File: src/rtl/assoc_cache_pkg.sv
package assoc_cache_pkg;
  parameter int ADDR_W = 7;
  parameter int DATA_W = 2;
  parameter int WAYS   = 2;
  parameter int LINES  = 16;
  localparam int SETS  = LINES / WAYS;
  localparam int IDX_W = $clog2(SETS);
  localparam int TAG_W = ADDR_W - IDX_W;

  typedef struct packed {
    logic              refBit;
    logic              valid;
    logic [TAG_W-1:0]  tag;
    logic [DATA_W-1:0] data;
  } wayEntry_t;

  localparam int ENTRY_W = $bits(wayEntry_t);

  typedef struct packed {
    logic capture;  // accept request, read both ways
    logic update;   // response cycle, write both ways back
  } ctrlStrobe_t;
endpackage

File: src/rtl/assoc_way_array.sv
module assoc_way_array #(
  parameter int DEPTH = 8,
  parameter int WIDTH = 8,
  localparam int AW = $clog2(DEPTH)
) (
  input  logic             clk,
  input  logic             rstN,
  input  logic             en,
  input  logic             we,
  input  logic [AW-1:0]    addr,
  input  logic [WIDTH-1:0] wdata,
  output logic [WIDTH-1:0] rdata
);
  logic [WIDTH-1:0] mem [DEPTH];

  always_ff @(posedge clk) begin
    if (!rstN) begin
      for (int i = 0; i < DEPTH; i++) mem[i] <= '0;
      rdata <= '0;
    end else if (en) begin
      if (we) mem[addr] <= wdata;
      else    rdata     <= mem[addr];
    end
  end
endmodule

File: src/rtl/assoc_cache_ctrl.sv
module assoc_cache_ctrl
  import assoc_cache_pkg::*;
(
  input  logic        clk,
  input  logic        rstN,
  input  logic        reqValid,
  output logic        reqReady,
  output logic        respValid,
  output ctrlStrobe_t strobe
);
  typedef enum logic {ST_IDLE, ST_RESP} ctrlState_t;
  ctrlState_t state;

  always_ff @(posedge clk) begin
    if (!rstN)                     state <= ST_IDLE;
    else if (state == ST_RESP)     state <= ST_IDLE;
    else if (reqValid)             state <= ST_RESP;
  end

  always_comb begin
    reqReady       = (state == ST_IDLE);
    respValid      = (state == ST_RESP);
    strobe.capture = reqReady && reqValid;
    strobe.update  = (state == ST_RESP);
  end


  resp_follows_accept_chk: assert property (@(posedge clk) disable iff (!rstN)
    (reqValid && reqReady) |=> respValid);

  resp_single_cycle_chk: assert property (@(posedge clk) disable iff (!rstN)
    respValid |=> (!respValid && reqReady));
endmodule

File: src/rtl/assoc_cache_dpath.sv
module assoc_cache_dpath
  import assoc_cache_pkg::*;
(
  input  logic              clk,
  input  logic              rstN,
  input  ctrlStrobe_t       strobe,
  input  logic              respValid,
  input  logic [ADDR_W-1:0] reqAddr,
  input  logic [DATA_W-1:0] memData,
  output logic              respHit,
  output logic [DATA_W-1:0] respData,
  output logic              memRead,
  output logic [ADDR_W-1:0] memAddr
);
  logic [ADDR_W-1:0] addrQ;
  logic [IDX_W-1:0]  setIdx;
  logic [TAG_W-1:0]  tagQ;
  wayEntry_t         rdEntry [WAYS];
  wayEntry_t         wrEntry [WAYS];
  logic [WAYS-1:0]   wayHit;
  logic              hitAny;
  logic              hitWay;
  logic              victimWay;
  logic              useWay;

  always_ff @(posedge clk) begin
    if (!rstN)               addrQ <= '0;
    else if (strobe.capture) addrQ <= reqAddr;
  end

  assign tagQ   = addrQ[ADDR_W-1:IDX_W];
  assign setIdx = strobe.capture ? reqAddr[IDX_W-1:0] : addrQ[IDX_W-1:0];

  for (genvar w = 0; w < WAYS; w++) begin : g_way
    logic [ENTRY_W-1:0] rdRaw;
    assoc_way_array #(.DEPTH(SETS), .WIDTH(ENTRY_W)) u_array (
      .clk  (clk),
      .rstN (rstN),
      .en   (strobe.capture || strobe.update),
      .we   (strobe.update),
      .addr (setIdx),
      .wdata(wrEntry[w]),
      .rdata(rdRaw)
    );
    assign rdEntry[w] = wayEntry_t'(rdRaw);
    assign wayHit[w]  = rdEntry[w].valid && (rdEntry[w].tag == tagQ);

    always_comb begin
      wrEntry[w] = rdEntry[w];
      if (useWay == 1'(w)) begin
        wrEntry[w].refBit = 1'b1;
        wrEntry[w].valid  = 1'b1;
        wrEntry[w].tag    = tagQ;
        wrEntry[w].data   = hitAny ? rdEntry[w].data : memData;
      end else begin
        wrEntry[w].refBit = 1'b0;
      end
    end
  end

  always_comb begin
    hitAny = |wayHit;
    hitWay = wayHit[1];
    if (!rdEntry[0].valid)      victimWay = 1'b0;
    else if (!rdEntry[1].valid) victimWay = 1'b1;
    else                        victimWay = rdEntry[0].refBit;
    useWay   = hitAny ? hitWay : victimWay;
    respHit  = strobe.update && hitAny;
    respData = hitAny ? rdEntry[hitWay].data : memData;
    memRead  = strobe.update && !hitAny;
    memAddr  = addrQ;
  end


  single_way_hit_chk: assert property (@(posedge clk) disable iff (!rstN)
    strobe.update |-> $onehot0(wayHit));

  mem_read_in_resp_chk: assert property (@(posedge clk) disable iff (!rstN)
    memRead |-> respValid);

  ref_bits_differ_chk: assert property (@(posedge clk) disable iff (!rstN)
    (strobe.update && wrEntry[0].valid && wrEntry[1].valid)
      |-> (wrEntry[0].refBit != wrEntry[1].refBit));
endmodule

File: src/rtl/assoc_cache.sv
module assoc_cache
  import assoc_cache_pkg::*;
(
  input  logic              clk,
  input  logic              rstN,
  input  logic              reqValid,
  input  logic [ADDR_W-1:0] reqAddr,
  output logic              reqReady,
  output logic              respValid,
  output logic              respHit,
  output logic [DATA_W-1:0] respData,
  output logic              memRead,
  output logic [ADDR_W-1:0] memAddr,
  input  logic [DATA_W-1:0] memData
);
  ctrlStrobe_t strobe;

  assoc_cache_ctrl u_ctrl (
    .clk      (clk),
    .rstN     (rstN),
    .reqValid (reqValid),
    .reqReady (reqReady),
    .respValid(respValid),
    .strobe   (strobe)
  );

  assoc_cache_dpath u_dpath (
    .clk      (clk),
    .rstN     (rstN),
    .strobe   (strobe),
    .respValid(respValid),
    .reqAddr  (reqAddr),
    .memData  (memData),
    .respHit  (respHit),
    .respData (respData),
    .memRead  (memRead),
    .memAddr  (memAddr)
  );
endmodule

File: config.mk
export PLATFORM = sky130hd
export DESIGN_NAME = assoc_cache
export DESIGN_NICKNAME = d
export VERILOG_FILES = /design/src/rtl/assoc_cache_pkg.sv /design/src/rtl/assoc_way_array.sv /design/src/rtl/assoc_cache_ctrl.sv /design/src/rtl/assoc_cache_dpath.sv /design/src/rtl/assoc_cache.sv
export SDC_FILE = /design/constraint.sdc
export NUM_CORES = 1
export LEC_CHECK = 0
export ABC_AREA = 1
export BUFFER_PORTS_ARGS = -buffer_cell sky130_fd_sc_hd__buf_2
export CAP_MARGIN = 20
export CORE_MARGIN = 4
export CORE_UTILIZATION = 65
export DETAILED_ROUTE_END_ITERATION = 12
export GPL_ROUTABILITY_DRIVEN = 0
export PLACE_DENSITY = 0.86
export SLEW_MARGIN = 0
export SYNTH_ARGS = -nofsm -noshare
export SYNTH_HDL_FRONTEND = slang
export SYNTH_HIERARCHICAL = 1
export SYNTH_SLANG_ARGS = --single-unit
export TNS_END_PERCENT = 50
File: constraint.sdc
create_clock -name clk -period 6.73 [get_ports clk]
set_input_delay 0.673 -clock clk [delete_from_list [all_inputs] [get_ports clk]]
set_output_delay 0.673 -clock clk [all_outputs]
set_load 0.01 [all_outputs]
==> summary.md, run 1 <==
| Metric | Value |
|---|---|
| Tmin final | `3340 ps` |
| H-tree depth | `4` |
| Tot GR Track Use | `28.7%` |
| First-pass DRT Iterations | `6` |
| CTS tree | `done` |
| CP max-delay cell | `buf_4` |
| Largest delay contributor family on the critical path | `buffers and inverters` |
| DP Wirelength | `11300 µm` |
| Initial antenna violation count | `0` |
| Area taken by multi-input logic gates | `0.00227 mm²` |
| CP max stage delay | `570 ps` |
| Met1 Track Usage GR | `37.9%` |
| CP required | `6920 ps` |
| Chip height | `112 µm` |
| Hold buffer count at CTS | `0` |
| Max IR drop VDD | `0.153 mV` |
| Congestion Overflow GR | `0` |
| Comb pwr share | `13.5%` |
| Clk root buf | `clkbuf_8` |
| Cells along the critical path | `nor2_1 > inv_1 > nand2_1 > nand2_2 > buf_4 > inv_2 > nor2_4 > nand2_2 > nand2_1` |
| Hold Crit Class | `in2reg` |
| Final Hold Viols | `0` |
| Top achievable clock speed | `299 MHz` |
| Die X | `112 µm` |
| Worst-case clock buffer depth | `2` |
| Crit Path Max Fanout | `70` |
| Port buffer count | `24` |
| Initial DRC count | `1021` |
| Io pins | `25` |
| Starting Density | `67.2%` |
| Final ANT Viol Nets | `0` |
| Setup crit end kind | `flip-flop` |
| Wirelength, routed | `17500 µm` |
| RSZ-0062 raised after global routing | `no` |
| Syn avg cell area | `8.44 µm²` |
| Slew @ Worst Pin | `800 ps` |
| Power Total | `0.00221 W` |
| Slew HR | `46.6%` |
| Post_cts resized | `0` |
| Core Area | `0.0104 mm²` |
| Layout cells sized above 1 | `11.9%` |
| R2R Setup Slk | `3390 ps` |
| Clk network pwr share | `40.4%` |
| Die area | `0.0125 mm²` |
| Net Sw Frac | `27.9%` |
| Syn_nets | `841` |
| PwrDens | `285 mW/mm²` |
| Crit path arrival time | `3540 ps` |
| Post-DR vias/cell | `5.81` |
| Register share of total power | `46.2%` |
| Leakage | `3.41 nW` |
| Clk pin slew, worst setup/hold paths | `60 ps` |
| Clock latency on the worst-skew pair | `530 ps` |
| Fill cells | `699` |
| WS Path Type | `reg2reg` |
| Sum of negative setup slack | `0 ps` |
| Ant. Diodes | `0` |
| Average wire per standard cell | `17.5 µm` |
| Final nets | `864` |
| Grt met2 use | `45.7%` |
| GR Layer Usage met3 | `8.26%` |
| Most crowded layer after global routing | `met2` |
| Outcome | `completed` |
| Int Pwr | `0.00159 W` |
| Synthesis-to-layout area growth | `10.6%` |
| CTS sink cnt | `143` |
| Vias in the first global route | `5537` |
| Largest net degree at the start of global routing | `71` |
| Buf+Inv Stages, Crit Path | `3` |
| Mapped Area | `0.00700 mm²` |
| Post-CTS setup repair buffer count | `0` |
| DRC viols | `0` |
| Number of max-cap violations | `0` |
| CP Launch Type | `flip-flop` |
| Switching power | `0.000617 W` |
| Max Clock Skew | `6.97 ps` |
| Tcrit/Tclk final | `49.7%` |
| Mapped Cells | `829` |
| # rows | `37` |
| Vias | `5811` |
| Register area | `0.00406 mm²` |
| Inserted Clock Buffers | `17` |
| Slew Limit Fails | `0` |
| Synth warnings | `6` |
| First-pass GRT wire length | `27700 µm` |
| Setup violators final | `0` |
## state kept, by name, summed over array words and instances (netlist names)
signal and cells:
u_dpath/g_way.u_array/mem 120, u_dpath/g_way.u_array/rdata 15, u_dpath/memAddr 7, u_ctrl/respValid 1
## layout make-up
cell class | instances | area share (%)
clock buffers | 18 | 5.40
clock inverters | 14 | 1.86
inverters | 146 | 7.08
multi-input cells | 519 | 29.3
flip-flops and latches | 143 | 52.5
well taps | 136 | 2.20
repair buffers | 25 | 1.65
## per-layer routing
metal	up-vias	routed length, µm
met3	62	2270
met1	2666	6780
met5	-	0
met2	437	7980
met4	0	500
li1	2646	-
## tightest hold or removal path: stages
cell	delay [ps]
buf_2	70
inv_1	50
nor2_2	100
## power by group through the flow
stage	clock network, W	registers (W)	logic [W]
4_1_cts	0.000894	0.00102	0.000286
3_3_place_gp	0	0.00104	0.000276
3_5_place_dp	0	0.00104	0.000281
2_1_floorplan	0	0.00103	0.000200
6_report	0.000892	0.00102	0.000297
5_1_grt	0.000941	0.00102	0.000317
## final timing paths
kind	start	endpoint	depth (start not counted)
max	u_ctrl/respValid	u_dpath/g_way[0].u_array/mem[1][7]	9
min	reqValid	u_ctrl/respValid	3
max reg2reg	u_ctrl/respValid	u_dpath/g_way[0].u_array/mem[1][7]	9
min reg2reg	u_dpath/memAddr[2]	u_dpath/memAddr[2]	2
## metrics by stage
| stage | hold slack, ps | std cells | cell area, µm² | util, % | worst slack (ps) |
|---|---|---|---|---|---|
| 6_report | 399 | 1001 | 7740 | 74.3 | 3390 |
| 5_1_grt | 409 | 1001 | 7740 | 74.3 | 3180 |
| 4_1_cts | 377 | 1001 | 7740 | 74.3 | 3470 |
| 3_5_place_dp | 481 | 969 | 7180 | 68.9 | 3250 |
| 3_3_place_gp | 478 | 969 | 7180 | 68.9 | 3420 |
| 2_1_floorplan | 489 | 829 | 7000 | - | 4190 |
## cell usage in the layout, fill, tap and decap left out, drive strengths merged
cell type and count:
clkinvlp 4, buf 25, inv 147, edfxtp 120, bufinv 2, o21ai 45
nand4 4, nor2 195, clkinv 7, xnor2 1, dfxtp 23, nand2 198
clkbuf 18, nand3 68, xor2 1, a21oi 7
(Power assumes the default switching activity.)
==> run 2, diff against run 1 <==
--- a/config.mk
+++ b/config.mk
@@ -5,14 +5,14 @@
 export SDC_FILE = /design/constraint.sdc
 export NUM_CORES = 1
 export LEC_CHECK = 0
-export ABC_AREA = 1
+export ABC_AREA = 0
 export BUFFER_PORTS_ARGS = -buffer_cell sky130_fd_sc_hd__buf_2
 export CAP_MARGIN = 20
 export CORE_MARGIN = 4
-export CORE_UTILIZATION = 65
+export CORE_UTILIZATION = 56
 export DETAILED_ROUTE_END_ITERATION = 12
 export GPL_ROUTABILITY_DRIVEN = 0
-export PLACE_DENSITY = 0.86
+export PLACE_DENSITY = 0.79
 export SLEW_MARGIN = 0
 export SYNTH_ARGS = -nofsm -noshare
 export SYNTH_HDL_FRONTEND = slang
==> constraint.sdc (replaced) <==
create_clock -name clk -period 2.94 [get_ports clk]
set_input_delay 0.294 -clock clk [delete_from_list [all_inputs] [get_ports clk]]
set_output_delay 0.294 -clock clk [all_outputs]
set_load 0.01 [all_outputs]
==> summary.md, run 2 <==
| Metric | Value |
|---|---|
| Vias | `4408 (-24%)` |
| Ant. Diodes | `0 (unchanged)` |
| DRC viols | `0 (unchanged)` |
| H-tree depth | `4 (unchanged)` |
| Sum of negative setup slack | `0 ps (unchanged)` |
| Mapped Area | `0.00701 mm² (+0.20%)` |
| Max Clock Skew | `5.72 ps (-1.25 ps)` |
| Hold buffer count at CTS | `0 (unchanged)` |
| Outcome | `completed` |
| RSZ-0062 raised after global routing | `no` |
| Tmin final | `2620 ps` |
| Syn avg cell area | `12.9 µm² (+53%)` |
| CP Launch Type | `flip-flop` |
| Worst hold start | `reqValid` |
| Worst-case clock buffer depth | `2 (unchanged)` |
| Die X | `120 µm (+7.3%)` |
| Final Hold Viols | `0 (unchanged)` |
| Finished Core Util | `66.4% (-7.9 points)` |
| First-pass GRT wire length | `24600 µm (-11%)` |
| Clk root buf | `clkbuf_16` |
| WS Path Type | `reg2out` |
| Initial DRC count | `336 (-67%)` |
| Cells along the critical path | `inv_1 > a222oi_1 > nor4b_2 > buf_4 > mux2i_1 > o21ai_0 > buf_2` |
| Io pins | `25 (unchanged)` |
| Largest Register | `u_dpath/g_way.u_array/mem` |
| Chip height | `120 µm (+7.3%)` |
| CP max stage delay | `410 ps (-160 ps)` |
| Worst flop-to-flop path startpoint | `u_dpath/memAddr[4]` |
| Average wire per standard cell | `19.9 µm (+13%)` |
| Congestion Overflow GR | `0 (unchanged)` |
| Tot GR Track Use | `23.0% (-5.7 points)` |
| Slew @ Worst Pin | `665 ps (-136 ps)` |
| Mapped Cells | `543 (-34%)` |
| Port buffer count | `24 (unchanged)` |
| Post-DR vias/cell | `5.72 (-1.4%)` |
| Tcrit/Tclk final | `89.1%` |
| Final ANT Viol Nets | `0 (unchanged)` |
| Crit Path Max Fanout | `6 (-91%)` |
| Top achievable clock speed | `382 MHz` |
| Largest net degree at the start of global routing | `31 (-56%)` |
| CTS sink cnt | `143 (unchanged)` |
| Slew HR | `54.4% (+7.8 points)` |
| CP Launch Point | `u_dpath/memAddr[4]` |
| Starting Density | `57.9% (-9.3 points)` |
| Clk pin slew, worst setup/hold paths | `60 ps (about the same)` |
| Initial antenna violation count | `0 (unchanged)` |
| DP Wirelength | `10500 µm (-7.8%)` |
| Most frequent cells in the layout | `and2_1, edfxtp_1, mux2_2, mux2i_1, o21ai_0` |
| Post-CTS setup repair buffer count | `0 (unchanged)` |
| CP required | `2650 ps (-4270 ps)` |
| Vias in the first global route | `4612 (-17%)` |
| Synth warnings | `6 (unchanged)` |
| Setup crit end kind | `output pin` |
| Inserted Clock Buffers | `17 (unchanged)` |
| Wirelength, routed | `15300 µm (-13%)` |
| Leakage | `3.02 nW (-11%)` |
| PwrDens | `658 mW/mm² (+130%)` |
| Core Area | `0.0121 mm² (+16%)` |
| Setup violators final | `0 (unchanged)` |
| Clock latency on the worst-skew pair | `420 ps (-110 ps)` |
| Number of max-cap violations | `0 (unchanged)` |
| Max reg flops | `120 (unchanged)` |
| CP max-delay cell | `dfxtp_1` |
| Syn_nets | `555 (-34%)` |
| Final nets | `601 (-30%)` |
| Die area | `0.0144 mm² (+15%)` |
| Max IR drop VDD | `0.462 mV (+200%)` |
| Hold Crit Class | `in2reg` |
| Slew Limit Fails | `0 (unchanged)` |
| Synthesis-to-layout area growth | `14.7%` |
| # rows | `40 (+8.1%)` |
| Post_cts resized | `0 (unchanged)` |
| Crit path arrival time | `2320 ps (-1220 ps)` |
| Commonest non-fill, non-tap cell in the layout | `and2_1` |
| CTS tree | `done` |
| First-pass DRT Iterations | `5 (-1)` |
| Layout cells sized above 1 | `24.4% (+13 points)` |
## run 2: worst max-delay path, delay by kind of cell, from the launching register on
family,cells,cell delay (ps)
buf+inv,3,530
mux,1,80
flops,1,410
compound gates,2,570
simple gates,1,300
## run 2: final timing paths
kind | end | slack, ps | depth (start not counted)
max | respData[1] | 320 | 7
min | u_ctrl/respValid | 140 | 2
max reg2reg | u_dpath/g_way[0].u_array/mem[0][4] | 400 | 7
min reg2reg | u_dpath/g_way[0].u_array/rdata[0] | 590 | 2
## run 2: cell type report
| class | count | area, µm² |
|---|---|---|
| Fill cell | 914 | 4070 |
| Sequential cell | 143 | 4060 |
| Multi-Input combinational cell | 371 | 2780 |
| Clock buffer | 19 | 433 |
| Timing Repair Buffer | 48 | 313 |
| Clock inverter | 13 | 218 |
| Tap cell | 168 | 210 |
| Inverter | 8 | 30.0 |
## run 2: routing by layer
| metal | global-route usage [%] | wire [µm] | up-vias |
|---|---|---|---|
| met5 | 0 | 0 | - |
| met4 | 10.5 | 541 | 0 |
| met3 | 7.35 | 935 | 42 |
| met2 | 38.7 | 7820 | 142 |
| met1 | 26.8 | 6000 | 2154 |
| li1 | - | - | 2070 |
## run 2: metrics by stage
stage	instance area [µm²]	total power (W)	hold slack, ps	setup slack, ps	instances
after floorplan	7010	0.00277	416	346	543
after global placement	7390	0.00296	551	425	738
after detailed placement	7390	0.00297	560	381	738
after CTS	8040	0.00533	112	380	770
after global routing	8040	0.00548	119	162	770
final	8040	0.00530	137	321	770
## run 2: report_power, final
part	total [W]	switching, W	internal, W
registers	0.00233	0.0000477	0.00228
clock network	0.00236	0.000778	0.00158
logic	0.000609	0.000379	0.000229
==> run 3, diff against run 2 <==
==> constraint.sdc (replaced) <==
create_clock -name clk -period 2.94 [get_ports clk]
set_input_delay 0.294 -clock clk [delete_from_list [all_inputs] [get_ports clk]]
set_output_delay 0.294 -clock clk [all_outputs]
set_load 0.05 [all_outputs]
==> summary.md, run 3 (same netlist as run 2, synthesis figures left out) <==
| Metric | Value |
|---|---|
| Outcome | `completed` |
| Die X | `120 µm (unchanged)` |
| Die area | `0.0144 mm² (unchanged)` |
| CP max-delay cell | `dfxtp_1` |
| Final ANT Viol Nets | `0 (unchanged)` |
| Clock latency on the worst-skew pair | `420 ps (about the same)` |
| Clk root buf | `clkbuf_16` |
| Setup ws final | `190 ps (-131 ps)` |
| Max reg flops | `120 (unchanged)` |
| Hold Crit Class | `in2reg` |
| Initial antenna violation count | `0 (unchanged)` |
| Final hold slack | `130 ps (-6.53 ps)` |
| Post_cts resized | `0 (unchanged)` |
| Congestion Overflow GR | `0 (unchanged)` |
| Port buffer count | `24 (unchanged)` |
| Crit path arrival time | `2460 ps (+140 ps)` |
| First-pass GRT wire length | `24000 µm (-2.6%)` |
| DP Wirelength | `10300 µm (-1.9%)` |
| Final Hold Viols | `0 (unchanged)` |
| Slew HR | `53.6% (-0.84 points)` |
| Inserted Clock Buffers | `17 (unchanged)` |
| Clk pin slew, worst setup/hold paths | `60 ps (about the same)` |
| Final nets | `601 (unchanged)` |
| Setup crit end kind | `output pin` |
| Hold buffer count at CTS | `0 (unchanged)` |
| DRC viols | `0 (unchanged)` |
| Slew Limit Fails | `0 (unchanged)` |
| PwrDens | `662 mW/mm² (+0.61%)` |
| Ant. Diodes | `0 (unchanged)` |
| CP required | `2650 ps (about the same)` |
| Layout cells sized above 1 | `24.9% (+0.50 points)` |
| First-pass DRT Iterations | `5 (unchanged)` |
| Most frequent cells in the layout | `and2_1, edfxtp_1, mux2_2, mux2i_1, o21ai_0` |
| Post-DP Area | `0.00738 mm² (-0.17%)` |
| R2R Setup Slk | `390 ps (about the same)` |
| Number of max-cap violations | `0 (unchanged)` |
| Synthesis-to-layout area growth | `14.6% (about the same)` |
| FF-to-FF path depth | `7 (unchanged)` |
| Io pins | `25 (unchanged)` |
| Tot GR Track Use | `22.5% (-0.50 points)` |
| CP Launch Type | `flip-flop` |
| Top achievable clock speed | `364 MHz (-4.8%)` |
| Worst hold start | `reqAddr[3]` |
| Cells after DPL | `738 (unchanged)` |
| CTS sink cnt | `143 (unchanged)` |
| Commonest non-fill, non-tap cell in the layout | `and2_1` |
| CP max stage delay | `420 ps (about the same)` |
| Tmin final | `2750 ps (+131 ps)` |
| Dpl ws | `334 ps (-46.9 ps)` |
| Cells along the critical path | `inv_1 > a222oi_1 > nor4b_2 > buf_4 > mux2i_1 > o21ai_0 > buf_2` |
| Max IR drop VDD | `0.644 mV (+40%)` |
| Largest net degree at the start of global routing | `34 (+9.7%)` |
| H-tree depth | `4 (unchanged)` |
| Worst-case clock buffer depth | `2 (unchanged)` |
| Post-CTS setup repair buffer count | `0 (unchanged)` |
| Starting Density | `57.9% (unchanged)` |
| Vias in the first global route | `4465 (-3.2%)` |
| # rows | `40 (unchanged)` |
| Tcrit/Tclk final | `93.5% (+4.5 points)` |
| Average wire per standard cell | `19.7 µm (-0.92%)` |
| Vias | `4415 (+0.16%)` |
| Final instance area | `0.00804 mm² (about the same)` |
| Slew @ Worst Pin | `677 ps (+12.3 ps)` |
| Fin cells | `770 (unchanged)` |
| Post-DR vias/cell | `5.73 (+0.16%)` |
| Setup violators final | `0 (unchanged)` |
| Largest Register | `u_dpath/g_way.u_array/mem` |
| Reg-to-reg endpoint | `u_dpath/g_way[0].u_array/mem[0][4]` |
| Wirelength, routed | `15200 µm (-0.92%)` |
| Chip height | `120 µm (unchanged)` |
| Hold EP | `u_dpath/memAddr[3]` |
| CTS tree | `done` |
| RSZ-0062 raised after global routing | `no` |
| Core Area | `0.0121 mm² (unchanged)` |
| Crit Path Max Fanout | `6 (unchanged)` |
| Worst hold stages | `3 (+1)` |
| Initial DRC count | `266 (-21%)` |
| WS Path Type | `reg2out` |
| Worst flop-to-flop path startpoint | `u_dpath/memAddr[4]` |
| Leakage | `3.03 nW (+0.12%)` |
| Max Clock Skew | `8.38 ps (+2.66 ps)` |
run 3: layer usage:
metal / share of wire (%) / wire length, µm / GRT usage (%)
met1: 40 / 6070 / 27.0
met2: 51 / 7730 / 37.4
met3: 5.7 / 861 / 6.31
met4: 3.3 / 493 / 10.6
met5: 0 / 0 / 0
run 3: how the worst max path moves through the flow:
stage,startpoint,end
detailed placement,reqValid,u_dpath/g_way[0].u_array/mem[4][4]
finish,u_dpath/memAddr[4],respData[1]
global placement,reqValid,u_dpath/g_way[0].u_array/mem[4][4]
floorplan,u_dpath/memAddr[4],respData[1]
CTS,u_dpath/memAddr[4],respData[1]
global route,u_dpath/memAddr[4],respData[1]
run 3: where the power goes:
group / internal (W) / switching [W] / total (W)
Clock: 0.00157 / 0.000785 / 0.00235
Sequential: 0.00228 / 0.0000469 / 0.00233
Combinational: 0.000227 / 0.000415 / 0.000642
Total: 0.00408 / 0.00125 / 0.00532
run 3: worst max-delay path: cells and delay by family (launching register included):
kind            cells  cell delay [ps]
simple gates        1              310
mux                 1               70
compound gates      2              560
flops               1              420
buf+inv             3              680
run 3: stage by stage:
| step | utilization, % | power [W] | TNS (ps) |
|---|---|---|---|
| floorplan | - | 0.00281 | -177 |
| global placement | 60.9 | 0.00299 | 0 |
| detailed placement | 60.9 | 0.00300 | 0 |
| CTS | 66.3 | 0.00534 | 0 |
| global route | 66.3 | 0.00551 | 0 |
| finish | 66.3 | 0.00532 | 0 |
run 3: layout make-up:
class	count	area (µm²)
repair buffers	48	300
inverters	8	30.0
clock buffers	21	470
well taps	168	210
flip-flops and latches	143	4060
clock inverters	11	185
fillers	898	4080
multi-input cells	371	2780
